[src/rtl/fsg_pkg.sv]
package fsg_pkg;

  // status byte bit positions; the front end shifts this byte out as-is
  localparam int BIT_BUSY = 0;
  localparam int BIT_WEL  = 1;
  localparam int BIT_RNG0 = 2;
  localparam int BIT_BOT  = 5;
  localparam int BIT_LOCK = 7;

  // only these bits may be loaded by a status write
  localparam logic [7:0] WR_MASK = 8'b1011_1100;

  typedef enum logic [2:0] {
    W_NONE,
    W_STAT,
    W_CHIP,
    W_BLK,
    W_SEC,
    W_PROG
  } wsel_e;

  // number of protected blocks for range codes 1..3
  function automatic logic [3:0] span_of(input logic [1:0] code);
    return 4'd1 << (code - 2'd1);
  endfunction

  // lock check: a status write is refused only when pin low and lock set
  function automatic logic stat_write_ok(input logic pin_n, input logic lock);
    return pin_n | ~lock;
  endfunction

endpackage

[src/rtl/fsg_range.sv]
module fsg_range #(
  parameter int ADDR_W = 19,
  parameter int BLK_W  = 3
) (
  input  logic              clk,
  input  logic              rst_n,
  input  logic [2:0]        rng_code,
  input  logic              bot_sel,
  input  logic [ADDR_W-1:0] tgt_addr,
  output logic              any_prot,
  output logic [BLK_W-1:0]  lo_blk,
  output logic [BLK_W-1:0]  hi_blk,
  output logic              tgt_hit
);
  import fsg_pkg::*;

  localparam int OFS_W = ADDR_W - BLK_W;
  localparam logic [BLK_W:0] NBLK = {1'b1, {BLK_W{1'b0}}};

  logic [BLK_W:0]  span;
  logic [ADDR_W-1:0] lo_addr;
  logic [ADDR_W-1:0] hi_addr;

  always_comb begin
    span     = (BLK_W+1)'(span_of(rng_code[1:0]));
    any_prot = 1'b0;
    lo_blk   = '0;
    hi_blk   = '0;
    if (rng_code[2]) begin
      any_prot = 1'b1;
      lo_blk   = '0;
      hi_blk   = '1;
    end else if (rng_code[1:0] != 2'b00) begin
      any_prot = 1'b1;
      if (bot_sel) begin
        lo_blk = '0;
        hi_blk = BLK_W'(span - 1'b1);
      end else begin
        lo_blk = BLK_W'(NBLK - span);
        hi_blk = '1;
      end
    end
  end

  // compare at byte-address level against the run's outer bounds
  assign lo_addr = {lo_blk, {OFS_W{1'b0}}};
  assign hi_addr = {hi_blk, {OFS_W{1'b1}}};
  assign tgt_hit = any_prot && (tgt_addr >= lo_addr) && (tgt_addr <= hi_addr);

  p_range_order_r11: assert property (@(posedge clk) disable iff (!rst_n)
    any_prot |-> (lo_blk <= hi_blk));

  p_full_cover_r8: assert property (@(posedge clk) disable iff (!rst_n)
    rng_code[2] |-> (lo_blk == '0 && hi_blk == '1));

  p_hit_inside_r9: assert property (@(posedge clk) disable iff (!rst_n)
    tgt_hit |-> any_prot);

endmodule

[src/rtl/fsg_decide.sv]
module fsg_decide (
  input  logic cmd_wren,
  input  logic cmd_wrdi,
  input  logic cmd_wrsr,
  input  logic cmd_chip,
  input  logic cmd_blk,
  input  logic cmd_sec,
  input  logic cmd_prog,
  input  logic wel,
  input  logic busy,
  input  logic wp_n,
  input  logic lock,
  input  logic rng_zero,
  input  logic tgt_hit,
  output logic grant_now,
  output logic ignore_now,
  output logic stat_load,
  output logic wel_set,
  output logic wel_clr
);
  import fsg_pkg::*;

  wsel_e sel;
  logic  allowed;

  always_comb begin
    if (cmd_wrsr)      sel = W_STAT;
    else if (cmd_chip) sel = W_CHIP;
    else if (cmd_blk)  sel = W_BLK;
    else if (cmd_sec)  sel = W_SEC;
    else if (cmd_prog) sel = W_PROG;
    else               sel = W_NONE;
  end

  always_comb begin
    unique case (sel)
      W_STAT:  allowed = stat_write_ok(wp_n, lock);
      W_CHIP:  allowed = rng_zero;
      W_BLK,
      W_SEC,
      W_PROG:  allowed = ~tgt_hit;
      default: allowed = 1'b0;
    endcase
  end

  assign grant_now  = (sel != W_NONE) && wel && !busy && allowed;
  assign ignore_now = (sel != W_NONE) && !grant_now;
  assign stat_load  = grant_now && (sel == W_STAT);
  assign wel_clr    = (sel == W_NONE) && !busy && cmd_wrdi;
  assign wel_set    = (sel == W_NONE) && !busy && !cmd_wrdi && cmd_wren;

endmodule

[src/rtl/flash_status_guard.sv]
module flash_status_guard #(
  parameter int ADDR_W = 19,
  parameter int BLK_W  = 3
) (
  input  logic              clk,
  input  logic              rst_n,
  input  logic              wp_n,
  input  logic              cmd_wren,
  input  logic              cmd_wrdi,
  input  logic              cmd_wrsr,
  input  logic [7:0]        wrsr_data,
  input  logic              cmd_sec_erase,
  input  logic              cmd_blk_erase,
  input  logic              cmd_chip_erase,
  input  logic              cmd_page_prog,
  input  logic [ADDR_W-1:0] cmd_addr,
  input  logic              op_done,
  output logic [7:0]        status_byte,
  output logic              op_grant,
  output logic              op_ignore,
  output logic              prot_any,
  output logic [BLK_W-1:0]  prot_lo_blk,
  output logic [BLK_W-1:0]  prot_hi_blk
);
  import fsg_pkg::*;

  // protection image: only WR_MASK bits are ever non-zero
  logic [7:0] sr_img;
  logic       busy_q;
  logic       wel_q;

  logic [2:0] rng_code;
  logic       bot_sel;
  logic       lock_bit;
  logic       tgt_hit;
  logic       grant_now;
  logic       ignore_now;
  logic       stat_load;
  logic       wel_set;
  logic       wel_clr;
  logic       any_write;
  logic       done_take;

  assign rng_code  = sr_img[BIT_RNG0 +: 3];
  assign bot_sel   = sr_img[BIT_BOT];
  assign lock_bit  = sr_img[BIT_LOCK];
  assign any_write = cmd_wrsr | cmd_chip_erase | cmd_blk_erase | cmd_sec_erase | cmd_page_prog;
  assign done_take = busy_q && op_done;

  fsg_range #(.ADDR_W(ADDR_W), .BLK_W(BLK_W)) u_range (
    .clk      (clk),
    .rst_n    (rst_n),
    .rng_code (rng_code),
    .bot_sel  (bot_sel),
    .tgt_addr (cmd_addr),
    .any_prot (prot_any),
    .lo_blk   (prot_lo_blk),
    .hi_blk   (prot_hi_blk),
    .tgt_hit  (tgt_hit)
  );

  fsg_decide u_decide (
    .cmd_wren   (cmd_wren),
    .cmd_wrdi   (cmd_wrdi),
    .cmd_wrsr   (cmd_wrsr),
    .cmd_chip   (cmd_chip_erase),
    .cmd_blk    (cmd_blk_erase),
    .cmd_sec    (cmd_sec_erase),
    .cmd_prog   (cmd_page_prog),
    .wel        (wel_q),
    .busy       (busy_q),
    .wp_n       (wp_n),
    .lock       (lock_bit),
    .rng_zero   (rng_code == 3'b000),
    .tgt_hit    (tgt_hit),
    .grant_now  (grant_now),
    .ignore_now (ignore_now),
    .stat_load  (stat_load),
    .wel_set    (wel_set),
    .wel_clr    (wel_clr)
  );

  always_ff @(posedge clk or negedge rst_n) begin
    if (!rst_n) begin
      sr_img    <= '0;
      busy_q    <= 1'b0;
      wel_q     <= 1'b0;
      op_grant  <= 1'b0;
      op_ignore <= 1'b0;
    end else begin
      op_grant  <= grant_now;
      op_ignore <= ignore_now;
      if (done_take) begin
        busy_q <= 1'b0;
        wel_q  <= 1'b0;
      end else begin
        if (grant_now) busy_q <= 1'b1;
        if (wel_set)      wel_q <= 1'b1;
        else if (wel_clr) wel_q <= 1'b0;
      end
      if (stat_load) sr_img <= wrsr_data & WR_MASK;
    end
  end

  assign status_byte = sr_img | {6'b0, wel_q, busy_q};

  p_busy_blocks_r4: assert property (@(posedge clk) disable iff (!rst_n)
    (busy_q && any_write) |=> (op_ignore && !op_grant));

  p_latch_needed_r4: assert property (@(posedge clk) disable iff (!rst_n)
    (!wel_q && any_write) |=> op_ignore);

  p_grant_busy_r5: assert property (@(posedge clk) disable iff (!rst_n)
    op_grant |-> status_byte[BIT_BUSY]);

  p_done_clears_r5: assert property (@(posedge clk) disable iff (!rst_n)
    (status_byte[BIT_BUSY] && op_done) |=> (!status_byte[BIT_BUSY] && !status_byte[BIT_WEL]));

  p_lock_hold_r7: assert property (@(posedge clk) disable iff (!rst_n)
    (!wp_n && lock_bit && cmd_wrsr) |=> $stable(sr_img));

  p_chip_gate_r10: assert property (@(posedge clk) disable iff (!rst_n)
    (cmd_chip_erase && !cmd_wrsr && rng_code != 3'b000) |=> !op_grant);

  p_one_outcome_r9: assert property (@(posedge clk) disable iff (!rst_n)
    !(op_grant && op_ignore));

  p_rsvd_zero_r2: assert property (@(posedge clk) disable iff (!rst_n)
    status_byte[6] == 1'b0);

endmodule

[config.mk]
export PLATFORM = sky130hd
export DESIGN_NAME = flash_status_guard
export DESIGN_NICKNAME = d
export VERILOG_FILES = /design/src/rtl/fsg_pkg.sv /design/src/rtl/fsg_range.sv /design/src/rtl/fsg_decide.sv /design/src/rtl/flash_status_guard.sv
export SDC_FILE = /design/constraint.sdc
export NUM_CORES = 1
export LEC_CHECK = 0
export CAP_MARGIN = 10
export CORE_UTILIZATION = 49
export DETAILED_ROUTE_END_ITERATION = 10
export DONT_BUFFER_PORTS = 1
export GPL_TIMING_DRIVEN = 0
export HOLD_SLACK_MARGIN = 0.15
export PLACE_DENSITY = 0.62
export SYNTH_ARGS = -nofsm -noshare
export SYNTH_HDL_FRONTEND = slang
export SYNTH_SLANG_ARGS = --single-unit
[constraint.sdc]
create_clock -name clk -period 5.4 [get_ports clk]
set_input_delay 0.54 -clock clk [delete_from_list [all_inputs] [get_ports clk]]
set_output_delay 0.54 -clock clk [all_outputs]
set_load 0.02 [all_outputs]
==> key figures <==
Outcome
  – Status: finished clean

Floorplan
  – Core area: 1370 sq um
  – FP Rows: 13
  – Die height: 41.0 um
  – Initial core utilization: 54.7%
  – Die area: 1680 sq um
  – Die Width: 41.0 um
  – I/O pins: 55

Placed design
  – Placed cell areas: 766 sq um
  – Post-DP HPWL: 1240 um
  – GP Congestion: 0.687
  – Port bufs: 0

Synthesis
  – Syn_nets: 133
  – Cell Area, Synth: 747 sq um
  – Largest area contributor in the netlist: dfrtp_1
  – Largest cells by area after synthesis: dfrtp_1 30%, ha_1 15%, buf_4 5.0%, inv_1 4.5%, mux2_2 4.5%
  – Number of synthesized flops with an enable pin: 0
  – FF+latch count, synth: 9
  – Synth top cells by count: 9 x dfrtp_1, 9 x ha_1, 9 x inv_1
  – Synth Instances: 86
  – Post-synthesis sequential area ratio: 30.2%
  – FFs w/ async S/R, synth: 100%
  – Ys Warns: 0
  – Yosys top cell area share: 30.2%
  – Most used DFF post-synth: dfrtp_1
  – Yosys cell types: 28
  – Avg Inst Size Synth: 8.69 sq um

STA
  – Max-slew violation count: 0
  – Final setup viols: 0
  – Final period util: 48.9%
  – Slew @ Worst Pin: 0.564 ns
  – Fin crit period: 2.64 ns
  – Final hold vios: 0
  – Clock skew: 0.00850 ns
  – Achievable frequency: 379 MHz
  – Slew HR: 62.3%
  – TNS Setup: 0 ns
  – RSZ-0062 raised after global routing: false

CTS
  – CTS tree: done
  – CTS Buf Count: 3
  – Clock Tree Buf Depth: 2
  – CTS root buf: clkbuf_4
  – Postcts setup bufs: 0
  – Total clock sinks: 9
  – Reg clk slew, reported paths: 0.06 ns
  – Worst skew pair latency: 0.26 ns
  – H-tree Lvls: 1

Cells and area
  – Register area: 225 sq um
  – Number of diodes: 0
  – Area growth syn-to-layout: 7.37%
  – Fraction of layout cells with a size suffix above 1: 15.4%
  – Layout Nets: 139
  – Fillers: 142
  – Multi-input gate area: 450 sq um
  – Post-route cell area: 802 sq um

Drt
  – Initial DRC count: 4
  – Avg Vias per Cell: 6.03
  – DRC Markers: 0
  – Wire length per cell: 13.8 um
  – Routed Wire Length: 1460 um
  – ANT nets after route: 0
  – Met3 routed WL: 159 um
  – M1 WL: 623 um
  – Length of routed met2 wiring: 680 um
  – DR vias: 639
  – Drt pass-1 iters: 2
  – Highest metal used: met3

GRT
  – First-pass GRT wire length: 2050 um
  – Number of global-route vias before repair: 580
  – Global route overflow: 0
  – Largest net degree at the start of global routing: 10
  – Gr usage total: 18.5%
  – Initial antenna violation count: 0

Critical path
  – Critical path peak fanout: 3
  – Setup crit end kind: flop
  – Critical path required time: 5.55 ns
  – WP data arrival: 2.79 ns
  – CP Launch Type: flop
  – Critical path class: reg2reg

Power and ir drop
  – Maximum VDD drop: 0.216 mV
  – Pwr per Cell Area: 385 nW/um^2
  – Leakage: 0.395 nW

Min path
  – Type of the worst min-delay path: in2reg

Job
  – Max cap viols: 0
[per-stage QoR]
step	util, %	worst slack (ns)	std cells	power [mW]	hold WS [ns]
after CTS	58.7	2.72	106	0.313	0.400
after global placement	56.0	2.75	101	0.256	0.245
after detailed placement	56.0	2.75	101	0.258	0.245
final	58.7	2.76	106	0.309	0.409
after global routing	58.7	2.61	106	0.333	0.404
after floorplan	-	3.00	86	0.233	0.244
[worst max-delay path, cell delays in order, from the launching register on]
cell,delay (ns)
dfrtp_1,0.48
inv_1,0.12
ha_1,0.33
a21oi_1,0.14
or2_2,0.19
inv_1,0.06
ha_1,0.30
nand4_1,0.09
nor4_1,0.28
a211oi_1,0.12
a211o_1,0.27
a21o_1,0.16
[area by class of cell]
class | instances | area share, %
Multi-Input combinational cell | 63 | 56.2
Inverter | 9 | 4.21
Timing Repair Buffer | 1 | 1.25
Tap cell | 15 | 2.34
Buffer | 5 | 4.68
Clock buffer | 4 | 3.28
Sequential cell | 9 | 28.1
[path summary, 6_finish.rpt]
check / startpoint / endpoint / slack (ns) / cells past startpoint
max: sr_img[2] / busy_q / 2.76 / 11
min: wrsr_data[3] / sr_img[3] / 0.41 / 2
max reg2reg: sr_img[2] / busy_q / 2.76 / 11
min reg2reg: sr_img[7] / sr_img[7] / 0.52 / 1
max in group asynchronous: rst_n / sr_img[7] / 4.47 / 1
min in group asynchronous: rst_n / wel_q / 0.64 / 1
[logic make-up (layout without fill, tap and decap cells)]
| kind of cell | Yosys count | count (layout) | share of synthesized area, % |
|---|---|---|---|
| compound gates | 16 | 16 | 14.1 |
| simple gates | 34 | 34 | 26.1 |
| buf+inv | 14 | 19 | 9.55 |
| mux | 3 | 3 | 4.52 |
| flops | 9 | 9 | 30.2 |
| fa+ha+maj | 9 | 9 | 15.1 |
| other cells | 1 | 1 | 0.502 |
[state kept, by name (all words and copies together) (netlist names)]
register   cells
busy_q         1
sr_img         5
op_grant       1
op_ignore      1
wel_q          1
[metal layers]
metal / vias up / track usage [%]
li1: 313 / -
met1: 286 / 20.7
met2: 40 / 33.6
met3: 0 / 8.15
met4: 0 / 0
met5: - / 0
[report_power, final]
part	switching [mW]	internal [mW]	total (mW)
clock network	0.0225	0.0284	0.0509
logic	0.0969	0.0577	0.155
registers	0.0230	0.0802	0.103
total	0.142	0.166	0.309
[timing repair]
| item | CTS | global route |
|---|---|---|
| gates resized for setup | 0 | 0 |
| hold buffers | 1 | 0 |
| endpoints found under the hold margin | 9 | 0 |
[cell usage in the layout (no fill, tap or decap), types with 2 or more instances in the layout]
cell | Yosys | layout
dfrtp_1 | 9 | 9
nor3_1 | 2 | 2
inv_1 | 9 | 9
nor2b_1 | 3 | 3
clkbuf_4 | 0 | 3
a21oi_1 | 5 | 5
ha_1 | 9 | 9
o21ai_0 | 4 | 4
nand4_1 | 5 | 5
buf_4 | 5 | 5
a21o_1 | 2 | 2
nand2_1 | 6 | 6
nor4_1 | 4 | 4
mux2_2 | 3 | 3
nand2b_1 | 3 | 3
nor2_1 | 4 | 4
No activity file was read; power rests on OpenSTA's default activity.
